## config.mk

```make
export PLATFORM = sky130hd
export DESIGN_NAME = resp_cmp_chain
export DESIGN_NICKNAME = d
export VERILOG_FILES = /design/src/rtl/resp_cmp_pkg.sv /design/src/rtl/cmp_stage.sv /design/src/rtl/low_idx_enc.sv /design/src/rtl/err_capture.sv /design/src/rtl/resp_cmp_chain.sv
export SDC_FILE = /design/constraint.sdc
export NUM_CORES = 1
export LEC_CHECK = 0
export BUFFER_PORTS_ARGS = -buffer_cell sky130_fd_sc_hd__clkbuf_2
export CORE_ASPECT_RATIO = 1.2
export CORE_MARGIN = 5
export CORE_UTILIZATION = 30
export DETAILED_ROUTE_END_ITERATION = 12
export GPL_TIMING_DRIVEN = 0
export PLACE_DENSITY = 0.83
export SLEW_MARGIN = 20
export SYNTH_ARGS = -nofsm -noshare
export SYNTH_HDL_FRONTEND = slang
export SYNTH_SLANG_ARGS = --single-unit
```

## constraint.sdc

```tcl
create_clock -name clk_i -period 1.8 [get_ports clk_i]
set_input_delay 0.27 -clock clk_i [delete_from_list [all_inputs] [get_ports clk_i]]
set_output_delay 0.27 -clock clk_i [all_outputs]
set_load 0.05 [all_outputs]
```

## src/rtl/resp_cmp_pkg.sv

```systemverilog
package resp_cmp_pkg;
  function automatic int idx_width(input int n);
    return (n > 1) ? $clog2(n) : 1;
  endfunction
endpackage

```

## src/rtl/cmp_stage.sv

```systemverilog
module cmp_stage #(
  parameter int VEC_W = 16
) (
  input  logic [VEC_W-1:0] a_i,
  input  logic [VEC_W-1:0] b_i,
  input  logic             cmp_en_i,
  input  logic             prev_mm_i,
  output logic             local_mm_o,
  output logic             mm_o
);
  assign local_mm_o = cmp_en_i & (a_i != b_i);
  assign mm_o       = local_mm_o | prev_mm_i;
endmodule

```

## src/rtl/low_idx_enc.sv

```systemverilog
module low_idx_enc #(
  parameter int N     = 4,
  parameter int IDX_W = 2
) (
  input  logic [N-1:0]     req_i,
  output logic [IDX_W-1:0] idx_o
);
  always_comb begin
    idx_o = '0;
    for (int i = N - 1; i >= 0; i--) begin
      if (req_i[i]) idx_o = IDX_W'(i);
    end
  end
endmodule

```

## src/rtl/err_capture.sv

```systemverilog
module err_capture #(
  parameter int IDX_W = 2
) (
  input  logic             clk_i,
  input  logic             rst_ni,
  input  logic             clear_i,
  input  logic             set_i,
  input  logic [IDX_W-1:0] idx_i,
  output logic             err_o,
  output logic [IDX_W-1:0] idx_o
);
  always_ff @(posedge clk_i or negedge rst_ni) begin
    if (!rst_ni) begin
      err_o <= 1'b0;
      idx_o <= '0;
    end else if (clear_i) begin
      err_o <= 1'b0;
      idx_o <= '0;
    end else if (set_i && !err_o) begin
      err_o <= 1'b1;
      idx_o <= idx_i;
    end
  end
endmodule

```

## src/rtl/resp_cmp_chain.sv

```systemverilog
module resp_cmp_chain
  import resp_cmp_pkg::*;
#(
  parameter int NUM_STAGES = 4,
  parameter int VEC_W      = 16,
  localparam int IDX_W     = idx_width(NUM_STAGES),
  localparam int BUS_W     = NUM_STAGES * VEC_W
) (
  input  logic             clk_i,
  input  logic             rst_ni,
  input  logic             clear_i,
  input  logic             enable_i,
  input  logic [BUS_W-1:0] unit_a_i,
  input  logic [BUS_W-1:0] unit_b_i,
  output logic             fail_o,
  output logic             pass_o,
  output logic [IDX_W-1:0] fail_idx_o
);
  logic                  err_q;
  logic                  cmp_en;
  logic [NUM_STAGES:0]   mm_chain;
  logic [NUM_STAGES-1:0] local_mm;
  logic [IDX_W-1:0]      low_idx;

  // latched error freezes every comparator
  assign cmp_en      = enable_i & ~err_q;
  assign mm_chain[0] = 1'b0;

  for (genvar s = 0; s < NUM_STAGES; s++) begin : g_stage
    cmp_stage #(.VEC_W(VEC_W)) u_stage (
      .a_i       (unit_a_i[s*VEC_W +: VEC_W]),
      .b_i       (unit_b_i[s*VEC_W +: VEC_W]),
      .cmp_en_i  (cmp_en),
      .prev_mm_i (mm_chain[s]),
      .local_mm_o(local_mm[s]),
      .mm_o      (mm_chain[s+1])
    );
  end

  low_idx_enc #(.N(NUM_STAGES), .IDX_W(IDX_W)) u_enc (
    .req_i(local_mm),
    .idx_o(low_idx)
  );

  err_capture #(.IDX_W(IDX_W)) u_cap (
    .clk_i  (clk_i),
    .rst_ni (rst_ni),
    .clear_i(clear_i),
    .set_i  (mm_chain[NUM_STAGES]),
    .idx_i  (low_idx),
    .err_o  (err_q),
    .idx_o  (fail_idx_o)
  );

  assign fail_o = err_q;
  assign pass_o = ~err_q & ~enable_i;
endmodule

```

==> key figures <==
Setup path
  • Crit path required time: 1900 ps
  • Slowest stage cell, crit path: nor4_1
  • Worst setup EP type: flop
  • CP startpoint kind: input pin
  • Worst endpoint data arrival time: ~1500 ps
  • Reg-to-Reg Start: u_cap.err_o
  • Start point of the critical path: unit_b_i[18]
  • CP max stage delay: 330 ps
  • CP Max Fanout: 4
  • Crit-path cells: clkbuf_2 > xor2_1 > nor4_1 > nand4_1 > o21ai_1 > a221oi_2
  • R2R cell count: 3
  • Critical path class: input pin to flop

Layout
  • Antenna diodes: 0
  • Post-layout util: 58.2%
  • Post-Layout Cell Count: 274
  • Synthesis-to-layout area growth: 85.7%
  • Filler instances: approximately 260
  • Most common library cell in the layout ignoring fill and taps: clkbuf_2
  • Layout cells sized above 1: 60.4%
  • Nets: 373
  • Final Cell Area: roughly 1600 µm²
  • Register Area: between 70 and 80 µm²
  • Multi-input logic area: 798 µm²
  • Most frequent cells in the layout: clkbuf_2 (135), xor2_1 (64), nor4_1 (12)

Floorplanning
  • Die X: between 50 and 60 µm
  • Area of the core: ~2800 µm²
  • Die Footprint: just over 4000 µm²
  • Row count: 21
  • Initial core utilization: 31.3%
  • Die H: between 60 and 70 µm
  • Total I/O pin count: 136

Clock tree
  • # H-tree levels: 1
  • Skew-Pair Late Insertion Delay: roughly 230 ps
  • Clk root buf: clkbuf_4
  • Total CTS buffers: 3
  • Clock Path Buffers: 2
  • CTS tree: done
  • Reg clk slew, reported paths: 40 ps
  • Post-CTS setup buffer count: 0
  • Clk sinks: 3

STA
  • Tmin final: approximately 1400 ps
  • RSZ-0062 raised after global routing: false
  • Rel. slew slack: around three quarters
  • Tcrit/Tclk final: approximately three quarters
  • Max-slew violation count: 0
  • Worst clock skew: between 1 and 1.5 ps
  • Slew @ Worst Pin: roughly 380 ps
  • Final Setup Violations: 0
  • FMAX: between 0.7 and 0.8 GHz
  • Fin Setup TNS: 0 ps
  • Final Worst Setup Slack: around 420 ps
  • Final Hold Viols: 0

Global routing
  • Total Routing Usage GR: between 10% and 20%
  • Largest net degree at the start of global routing: 6
  • Grt ovf: 0
  • First-pass GRT wire length: 4820 µm
  • Number of global-route vias before repair: between 1000 and 1500
  • Initial antenna violation count: 0

Place
  • Placed insts: roughly 270
  • Port Buf Inserts: 135
  • Post-Place Cell Area: 1600 µm²
  • Pre-CTS WS: approximately 160 ps
  • Hpwl dp: roughly 3200 µm
  • RePlAce Congestion: just over 0.7

Worst hold path
  • WHS Path Cells: 2
  • Worst hold path type: input pin to flop
  • Hold Crit Start: clear_i

Synth
  • Unique masters post-synth: 15
  • Yosys reg bits: 3
  • Syn Inst Count: 100
  • Synth Cell Area: 881 µm²
  • Mapped Avg Cell Area: just under 9 µm²
  • Synth warn: 0
  • Sequential share of the synthesized area: 8.52%
  • Synthesized Nets: about 230

Routing
  • Via count: between 1000 and 1500
  • Antenna viol nets, final: 0
  • Drt first pass iters: 2
  • # DRC: 0
  • Final WL: approximately 3200 µm
  • Vias/cell: roughly 4.5
  • WL per Instance: 11.7 µm
  • Initial DRC count: 10

Pwr
  • Worst VDD drop: between 0.0002 and 0.00025 V
  • Leakage: 0.000937 µW
  • PD cells: 316 nW/µm²

Run
  • Max Cap Viol: 0

Run status
  • Status: finished, final reports clean
## state kept, by name, indices dropped and copies added (netlist names)
name	cells
u_cap.idx_o	2
u_cap.err_o	1
## synth_stat cells, drive strengths merged
cell	n	area, µm²
dfrtp	3	75.1
o21ai	2	10.0
a21o	1	7.51
xor2	64	561
nand4	4	25.0
nor2	2	7.51
nor3	1	5.00
a221oi	2	30.0
nor2b	2	20.0
inv	2	7.51
a211oi	1	7.51
nor4	16	125
## per-stage QoR
| stage | hold WS, ps | power (µW) |
|---|---|---|
| 5_1_grt | 212 | 561 |
| 2_1_floorplan | -25.6 | 216 |
| 4_1_cts | 211 | 526 |
| 6_report | 213 | 516 |
| 3_5_place_dp | 70.8 | 400 |
| 3_3_place_gp | 66.2 | 392 |
## path summary, 6_finish.rpt
kind                                  end  slack, ps
max                        u_cap.idx_o[0]        420
min                           u_cap.err_o        210
max reg2reg                u_cap.idx_o[1]        480
min reg2reg                u_cap.idx_o[1]        540
max in group asynchronous  u_cap.idx_o[1]       1310
min in group asynchronous     u_cap.err_o        380
## worst max-delay path: cells and delay by family
kind / cells / cell delay [ps]
xor+xnor: 1 / 160
buf+inv: 1 / 80
compound gates: 2 / 310
simple gates: 2 / 650
## final cells by class
cell class / instances / area share [%]
inverter: 2 / 0.459
timing repair buffer: 136 / 41.9
tap: 34 / 2.60
multi-input combinational: 95 / 48.8
clock buffer: 4 / 1.61
sequential: 3 / 4.59
## kinds of logic after synthesis
kind of cell	synth area share (%)
compound gates	6.25
flops	8.52
simple gates	20.7
buf+inv	0.853
xor+xnor	63.6
## power breakdown
part | internal, µW | switching (µW)
Combinational | 179 | 143
Sequential | 71.8 | 2.81
Clock | 83.2 | 36.3
Total | 334 | 182
## layer usage
layer	up-vias	share of wire [%]	global-route usage (%)
met5	-	0	0
met1	544	29	13.8
met4	0	0.69	3.78
met2	67	59	29.3
met3	4	11	3.54
li1	631	-	-
## timing repair
item / CTS / global route
hold buffers: 1 / 0
hold endpoints to repair: 3 / 0
resized for setup: 0 / 0
Power figures use the tool's default switching activity.
